`src/rtl/hdlc_tx_pkg.sv`:
```
`timescale 1ns/1ps
package hdlc_tx_pkg;
    localparam int BYTE_W = 8;
    localparam logic [BYTE_W-1:0] FLAG_BYTE = 8'h7E;
    localparam logic [31:0] POLY16_REFL = 32'h0000_8408;
    localparam logic [31:0] POLY32_REFL = 32'hEDB8_8320;

    typedef enum logic [2:0] {
        S_FLAG,
        S_PRE,
        S_DATA,
        S_FCS,
        S_CLOSE
    } tx_state_t;
endpackage

```
`src/rtl/hdlc_tx_crc.sv`:
```
`timescale 1ns/1ps
module hdlc_tx_crc
    import hdlc_tx_pkg::*;
#(
    parameter int CRC_W = 32
) (
    input  logic clk,
    input  logic rst_n,
    input  logic preset,
    input  logic step_data,
    input  logic step_shift,
    input  logic din,
    input  logic sel32,
    output logic fcs_bit
);
    localparam logic [CRC_W-1:0] SEED16 = CRC_W'(32'h0000_FFFF);
    localparam logic [CRC_W-1:0] SEED32 = '1;

    logic [CRC_W-1:0] crc_q;
    logic [CRC_W-1:0] poly;
    logic [CRC_W-1:0] seed;

    assign poly    = sel32 ? CRC_W'(POLY32_REFL) : CRC_W'(POLY16_REFL);
    assign seed    = sel32 ? SEED32 : SEED16;
    assign fcs_bit = ~crc_q[0];

    always_ff @(posedge clk) begin
        if (!rst_n || preset) begin
            crc_q <= seed;
        end else if (step_data) begin
            crc_q <= (crc_q >> 1) ^ (((crc_q[0] ^ din) == 1'b1) ? poly : '0);
        end else if (step_shift) begin
            crc_q <= crc_q >> 1;
        end
    end

    // in 16-bit mode the upper half of the register never fills
    a_r5_upper_clear: assert property (@(posedge clk) disable iff (!rst_n)
        !sel32 |-> (crc_q[CRC_W-1:16] == '0));
endmodule

```
`src/rtl/hdlc_tx_stuff.sv`:
```
`timescale 1ns/1ps
module hdlc_tx_stuff #(
    parameter int RUN_LEN = 5
) (
    input  logic clk,
    input  logic rst_n,
    input  logic bit_en,
    input  logic count_en,
    input  logic bit_in,
    output logic stuff
);
    localparam int ONES_W = $clog2(RUN_LEN + 1);

    logic [ONES_W-1:0] ones_q;

    assign stuff = (ones_q == ONES_W'(RUN_LEN));

    always_ff @(posedge clk) begin
        if (!rst_n) begin
            ones_q <= '0;
        end else if (bit_en) begin
            if (stuff)
                ones_q <= '0;
            else if (count_en && bit_in)
                ones_q <= ones_q + 1'b1;
            else
                ones_q <= '0;
        end
    end

    // the run counter never passes the stuffing threshold
    a_r4_run_bound: assert property (@(posedge clk) disable iff (!rst_n)
        ones_q <= ONES_W'(RUN_LEN));
endmodule

```
`src/rtl/hdlc_tx_framer.sv`:
```
`timescale 1ns/1ps
module hdlc_tx_framer
    import hdlc_tx_pkg::*;
#(
    parameter int REP_W   = 4,
    parameter int RUN_LEN = 5
) (
    input  logic              clk,
    input  logic              rst_n,
    input  logic              bit_en,
    input  logic              cfg_share_flag,
    input  logic              cfg_pre_en,
    input  logic [BYTE_W-1:0] cfg_pre_pattern,
    input  logic [REP_W-1:0]  cfg_pre_reps,
    input  logic              cfg_crc32,
    input  logic [BYTE_W-1:0] in_data,
    input  logic              in_valid,
    input  logic              in_last,
    output logic              in_ready,
    output logic              tx_bit
);
    localparam int BIT_W = $clog2(BYTE_W);
    localparam logic [BIT_W-1:0] LAST_BIT = BIT_W'(BYTE_W - 1);

    tx_state_t         state, state_nx;
    logic [BIT_W-1:0]  bit_idx;
    logic [BYTE_W-1:0] shreg;
    logic              last_q;
    logic [REP_W-1:0]  rep_idx;
    logic [1:0]        fcs_idx;
    logic [1:0]        fcs_top;
    logic              cur_bit, stuff, adv, byte_end, take, fcs_bit;
    logic              in_frame, in_data_st, in_fcs_st;

    assign fcs_top    = cfg_crc32 ? 2'd3 : 2'd1;
    assign adv        = bit_en && !stuff;
    assign byte_end   = adv && (bit_idx == LAST_BIT);
    assign in_data_st = (state == S_DATA);
    assign in_fcs_st  = (state == S_FCS);
    assign in_frame   = in_data_st || in_fcs_st;
    assign in_ready   = take;

    always_comb begin
        unique case (state)
            S_FLAG, S_CLOSE: cur_bit = FLAG_BYTE[bit_idx];
            S_PRE:           cur_bit = cfg_pre_pattern[bit_idx];
            S_DATA:          cur_bit = shreg[bit_idx];
            S_FCS:           cur_bit = fcs_bit;
            default:         cur_bit = 1'b1;
        endcase
    end

    // next-state decision, made only at byte boundaries
    always_comb begin
        state_nx = state;
        take     = 1'b0;
        if (byte_end) begin
            unique case (state)
                S_FLAG: begin
                    if (in_valid) begin
                        if (cfg_pre_en) begin
                            state_nx = S_PRE;
                        end else begin
                            state_nx = S_DATA;
                            take     = 1'b1;
                        end
                    end
                end
                S_PRE: begin
                    if (rep_idx == cfg_pre_reps) begin
                        state_nx = S_DATA;
                        take     = 1'b1;
                    end
                end
                S_DATA: begin
                    if (last_q) state_nx = S_FCS;
                    else        take     = 1'b1;
                end
                S_FCS: begin
                    if (fcs_idx == fcs_top) state_nx = S_CLOSE;
                end
                S_CLOSE: begin
                    if (in_valid && cfg_share_flag) begin
                        if (cfg_pre_en) begin
                            state_nx = S_PRE;
                        end else begin
                            state_nx = S_DATA;
                            take     = 1'b1;
                        end
                    end else begin
                        state_nx = S_FLAG;
                    end
                end
                default: state_nx = S_FLAG;
            endcase
        end
    end

    always_ff @(posedge clk) begin
        if (!rst_n) state <= S_FLAG;
        else        state <= state_nx;
    end

    always_ff @(posedge clk) begin
        if (!rst_n) begin
            tx_bit  <= 1'b1;
            bit_idx <= '0;
            shreg   <= '0;
            last_q  <= 1'b0;
            rep_idx <= '0;
            fcs_idx <= '0;
        end else if (bit_en) begin
            tx_bit <= stuff ? 1'b0 : cur_bit;
            if (adv) bit_idx <= bit_idx + 1'b1;
            if (take) begin
                shreg  <= in_data;
                last_q <= in_last;
            end
            if (byte_end) begin
                rep_idx <= (state == S_PRE) ? rep_idx + 1'b1 : '0;
                fcs_idx <= in_fcs_st ? fcs_idx + 1'b1 : 2'd0;
            end
        end
    end

    hdlc_tx_crc #(.CRC_W(32)) u_crc (
        .clk        (clk),
        .rst_n      (rst_n),
        .preset     (!in_frame),
        .step_data  (adv && in_data_st),
        .step_shift (adv && in_fcs_st),
        .din        (shreg[bit_idx]),
        .sel32      (cfg_crc32),
        .fcs_bit    (fcs_bit)
    );

    hdlc_tx_stuff #(.RUN_LEN(RUN_LEN)) u_stuff (
        .clk      (clk),
        .rst_n    (rst_n),
        .bit_en   (bit_en),
        .count_en (in_frame),
        .bit_in   (cur_bit),
        .stuff    (stuff)
    );

    // bytes are only taken on bit-enable cycles
    a_r12_ready_on_en: assert property (@(posedge clk) disable iff (!rst_n)
        in_ready |-> bit_en);
    // the line holds its value between enables
    a_r3_hold_line: assert property (@(posedge clk) disable iff (!rst_n)
        !bit_en |=> $stable(tx_bit));
    // a stuffing step puts a zero on the line
    a_r4_zero_after_run: assert property (@(posedge clk) disable iff (!rst_n)
        (bit_en && stuff) |=> !tx_bit);
    // the 16-bit check never reaches a third byte
    a_r5_fcs16_len: assert property (@(posedge clk) disable iff (!rst_n)
        (in_fcs_st && !cfg_crc32) |-> (fcs_idx <= 2'd1));
    // the preamble copy index stays within the programmed count
    a_r10_rep_bound: assert property (@(posedge clk) disable iff (!rst_n)
        (state == S_PRE) |-> (rep_idx <= cfg_pre_reps));
    // input assumption, a started frame is never starved
    a_r3_valid_held: assert property (@(posedge clk) disable iff (!rst_n)
        ((state == S_PRE) || (in_data_st && !last_q)) |-> in_valid);
endmodule

```
`config.mk`:
```
export PLATFORM = sky130hd
export DESIGN_NAME = hdlc_tx_framer
export DESIGN_NICKNAME = d
export VERILOG_FILES = /design/src/rtl/hdlc_tx_pkg.sv /design/src/rtl/hdlc_tx_crc.sv /design/src/rtl/hdlc_tx_stuff.sv /design/src/rtl/hdlc_tx_framer.sv
export SDC_FILE = /design/constraint.sdc
export NUM_CORES = 1
export LEC_CHECK = 0
export ABC_CLOCK_PERIOD_IN_PS = 3540
export BUFFER_PORTS_ARGS = -buffer_cell sky130_fd_sc_hd__clkbuf_2
export CAP_MARGIN = 0
export CORE_MARGIN = 2
export CORE_UTILIZATION = 40
export DETAILED_ROUTE_END_ITERATION = 12
export PLACE_DENSITY = 0.6
export RECOVER_POWER = 50
export REMOVE_ABC_BUFFERS = 1
export SYNTH_ARGS = -nofsm -noshare
export SYNTH_HDL_FRONTEND = slang
export SYNTH_SLANG_ARGS = --single-unit
```
`constraint.sdc`:
```
create_clock -name clk -period 3.54 [get_ports clk]
set_input_delay 0.531 -clock clk [delete_from_list [all_inputs] [get_ports clk]]
set_output_delay 0.531 -clock clk [all_outputs]
set_load 0.02 [all_outputs]
```
==> qor.csv <==
stage,metric,value,unit
run_status,status,"complete, no violations",
final_layout,seq_area,1480,µm²
floorplan,start_util,0.417,
setup_path,arrival,2300,ps
pwr,seqPwrFrac,0.524,
job,maxCapViolCount,0,
synth,ys.flop_type,edfxtp_1,
setup_path,reg2reg_slack,880,ps
setup_path,r2r.worst_path.cells,5,
clock_tree,clock_sinks,58,
pwr,irDropWorstVdd,234,µV
setup_path,cp_slowest_stage_delay,590,ps
routing,routed_wl,6400,µm
floorplan,fp.dieH,91.2,µm
synth,ys_seq_elements,58,
pwr,power.share.combinational,0.060,
synth,yosys_warnings,0,
setup_path,cpLargestDelayFamily,simple AND/OR/NAND/NOR gates,
synth,synth-simple-area-share,0.218,
clock_tree,cts_buffer_depth,2,
synth,synth_enable_flop_cells,32,
clock_tree,tritoncts,done,
final_layout,diodes,0,
synth,async_flop_share,0,
global_routing,grt_overflow,0,
pwr,p_switching,305,µW
timing,slew_violations,0,
final_layout,area_growth_syn_to_layout,14.2,%
timing,fin_crit,2830,ps
timing,rsz0062_at_grt,no,
synth,syn_area_per_cell,9.94,µm²
place,io_buffers,29,
routing,num_vias,2325,
synth,synth_compound_area_frac,0.173,
synth,yosys.area.top_type,edfxtp_1,
floorplan,pin_count,30,
clock_tree,post_cts_buffers,0,
global_routing,grt_pass1_vias,2184,
clock_tree,cts_resized,0,
final_layout,stdcell_count,443,
timing,max_freq,354,MHz
final_layout,nets,372,
pwr,power_frac_clock,0.416,
clock_tree,htreeDepth,3,
routing,drtIter0Drc,109,
setup_path,cp-endpoint,in_ready,
timing,max-slew-margin-rel,0.226,
routing,routedWlPerCell,14.4,µm
place,dp_hpwl,4300,µm
routing,dr.pass1.iters,4,
final_layout,multi_input_area,1470,µm²
synth,synth_fa_ha_area_frac,0.0239,
synth,synth_area_leaders,"edfxtp_1 32%, dfxtp_1 17%, nand2_1 4.6%, o21ai_0 4.1%, a21oi_1 3.3%",
final_layout,layout-drive-gt1-share,0.180,
synth,synthCells,306,
timing,hold_viol,0,
setup_path,crit_path_start,bit_idx[0]$_SDFFE_PN0P_,
synth,synth.distinct_cells,57,
hold_path,min_path_type,in2reg,
floorplan,core_region_area,7290,µm²
setup_path,crit_slowest_cell,dfxtp_1,
place,place_congestion,0.778,
clock_tree,root_buffer,clkbuf_8,
timing,setup_viol,0,
routing,viasPerCell,5.25,
timing,fin_worst_skew,4.45,ps
timing,finalCritPeriodShare,0.799,
timing,worst_slack,712,ps
place,post-place-ws,1030,ps
pwr,swShare,0.218,
global_routing,grt_use_total,0.161,
clock_tree,cts_buffers,9,
floorplan,rows,31,
setup_path,crit_fanout,10,
setup_path,cp.required,3010,ps
floorplan,dieArea,8320,µm²
pwr,p_int,1090,µW
synth,netlist_area,3040,µm²
pwr,p_leak,0.00122,µW
timing,hold_slack,431,ps
timing,tightest_slew,1160,ps
final_layout,fill_cells,705,
synth,synth_mux_area_frac,0.0522,
synth,synth_xor_xnor_area_share,0.0173,
setup_path,cp.depth,6,
clock_tree,clk_latency,330,ps
setup_path,end_kind,primary output,
clock_tree,postCtsHoldBufs,0,
clock_tree,clk_pin_slew,60,ps
global_routing,grt_first_pass_wirelength,10700,µm
routing,ant_nets,0,
setup_path,crit_type,reg2out,
synth,synth_top_family_by_area,simple AND/OR/NAND/NOR gates,
synth,seq_area_frac_synth,0.487,
setup_path,path_common_cell,ha_1,
setup_path,crit_chain,"ha_1, ha_1, nand2_1, or2_2, nor2_1, clkbuf_2",
floorplan,die_w,91.2,µm
place,placedCellCount,427,
setup_path,r2r-end,u_crc.crc_q[20]$_DFFE_PP_,
pwr,power_density,403,nW/µm²
setup_path,timing.rr.start,state[1]$_SDFFE_PN0P_,
routing,drc,0,
setup_path,crit_buf_inv,1,
global_routing,antenna_found_initial,0,
setup_path,cp-start-kind,register,
synth,synth_top_area_share,0.316,
global_routing,grt_max_degree,33,
==> logic make-up (layout without fill, tap and decap cells) <==
logic type | Yosys count | after routing
multiplexers | 13 | 13
AND/OR/NAND/NOR | 125 | 125
AO/OA/AOI/OAI | 80 | 80
buffers and inverters | 18 | 56
adder cells (fa/ha/maj) | 6 | 6
flip-flops | 58 | 58
XOR/XNOR | 6 | 6
==> state kept, by name (all words and copies together), names as in the netlist, 2 cells and up, named ones only <==
name	count
rep_idx	4
state	3
bit_idx	3
shreg	8
u_crc.crc_q	32
u_stuff.ones_q	3
fcs_idx	2
==> cells in the mapped netlist (5+ instances only) <==
library cell,n
nand2_1,37
xor2_1,5
nor2_1,15
and3_1,6
edfxtp_1,32
o21ai_0,25
mux2i_1,8
o211ai_1,10
nand2b_1,14
dfxtp_1,26
nor2b_1,15
ha_1,5
clkbuf_1,6
a21oi_1,20
inv_1,5
nand3_1,15
==> worst reg2reg max path, cell delays in order, from the launching register on <==
cell	delay [ps]
dfxtp_1	600
inv_1	240
nor3_1	220
clkbuf_1	870
nand2_1	130
buf_4	300
==> per-stage QoR <==
stage / area (µm²) / util / power [µW] / TNS [ps]
2_1_floorplan: 2970 / - / 796 / -7100
5_1_grt: 3470 / 0.476 / 1460 / 0
3_5_place_dp: 3290 / 0.451 / 832 / 0
6_report: 3470 / 0.476 / 1400 / 0
4_1_cts: 3480 / 0.478 / 1420 / 0
3_3_place_gp: 3290 / 0.451 / 830 / 0
==> area by class of cell <==
| class | count | share of cell area |
|---|---|---|
| Sequential cell | 58 | 0.426 |
| Multi-Input combinational cell | 230 | 0.424 |
| Timing Repair Buffer | 35 | 0.0533 |
| Clock buffer | 15 | 0.0537 |
| Clock inverter | 1 | 0.00180 |
| Tap cell | 99 | 0.0357 |
| Inverter | 5 | 0.00540 |
==> cell usage in the layout, fill, tap and decap left out, types with 10 or more instances in the layout <==
master	synthesis	layout
nand2_1	37	37
edfxtp_1	32	32
clkbuf_2	0	28
dfxtp_1	26	26
o21ai_0	25	25
a21oi_1	20	20
nor2b_1	15	15
nor2_1	15	15
nand3_1	15	15
nand2b_1	14	14
clkbuf_8	0	13
o211ai_1	10	10
==> worst min path at each step <==
| stage | depth (start not counted) | to | slack (ps) | from |
|---|---|---|---|---|
| final | 3 | shreg[5]$_SDFFE_PN0P_ | 430 | in_data[5] |
| after global routing | 3 | shreg[5]$_SDFFE_PN0P_ | 420 | in_data[5] |
| after floorplan | 2 | fcs_idx[0]$_SDFFE_PN0P_ | 450 | fcs_idx[0]$_SDFFE_PN0P_ |
| after detailed placement | 2 | shreg[0]$_SDFFE_PN0P_ | 470 | shreg[0]$_SDFFE_PN0P_ |
| after global placement | 2 | fcs_idx[0]$_SDFFE_PN0P_ | 470 | fcs_idx[0]$_SDFFE_PN0P_ |
| after CTS | 3 | shreg[5]$_SDFFE_PN0P_ | 410 | in_data[5] |
==> power groups by stage <==
stage	sequential [µW]	clock (µW)	combinational [µW]
3_3_place_gp	748	0	82.4
2_1_floorplan	746	0	50.4
4_1_cts	733	605	84.6
6_report	734	582	83.6
3_5_place_dp	748	0	83.9
5_1_grt	735	628	93.5
==> routing by layer <==
metal / routed length, µm / global-route usage / part of all wire
met1: 3110 / 0.216 / 0.49
met5: 0 / 0 / 0
met4: 66 / 0.0455 / 0.010
met3: 271 / 0.0523 / 0.042
met2: 2950 / 0.249 / 0.46
Power figures use the tool's default switching activity.
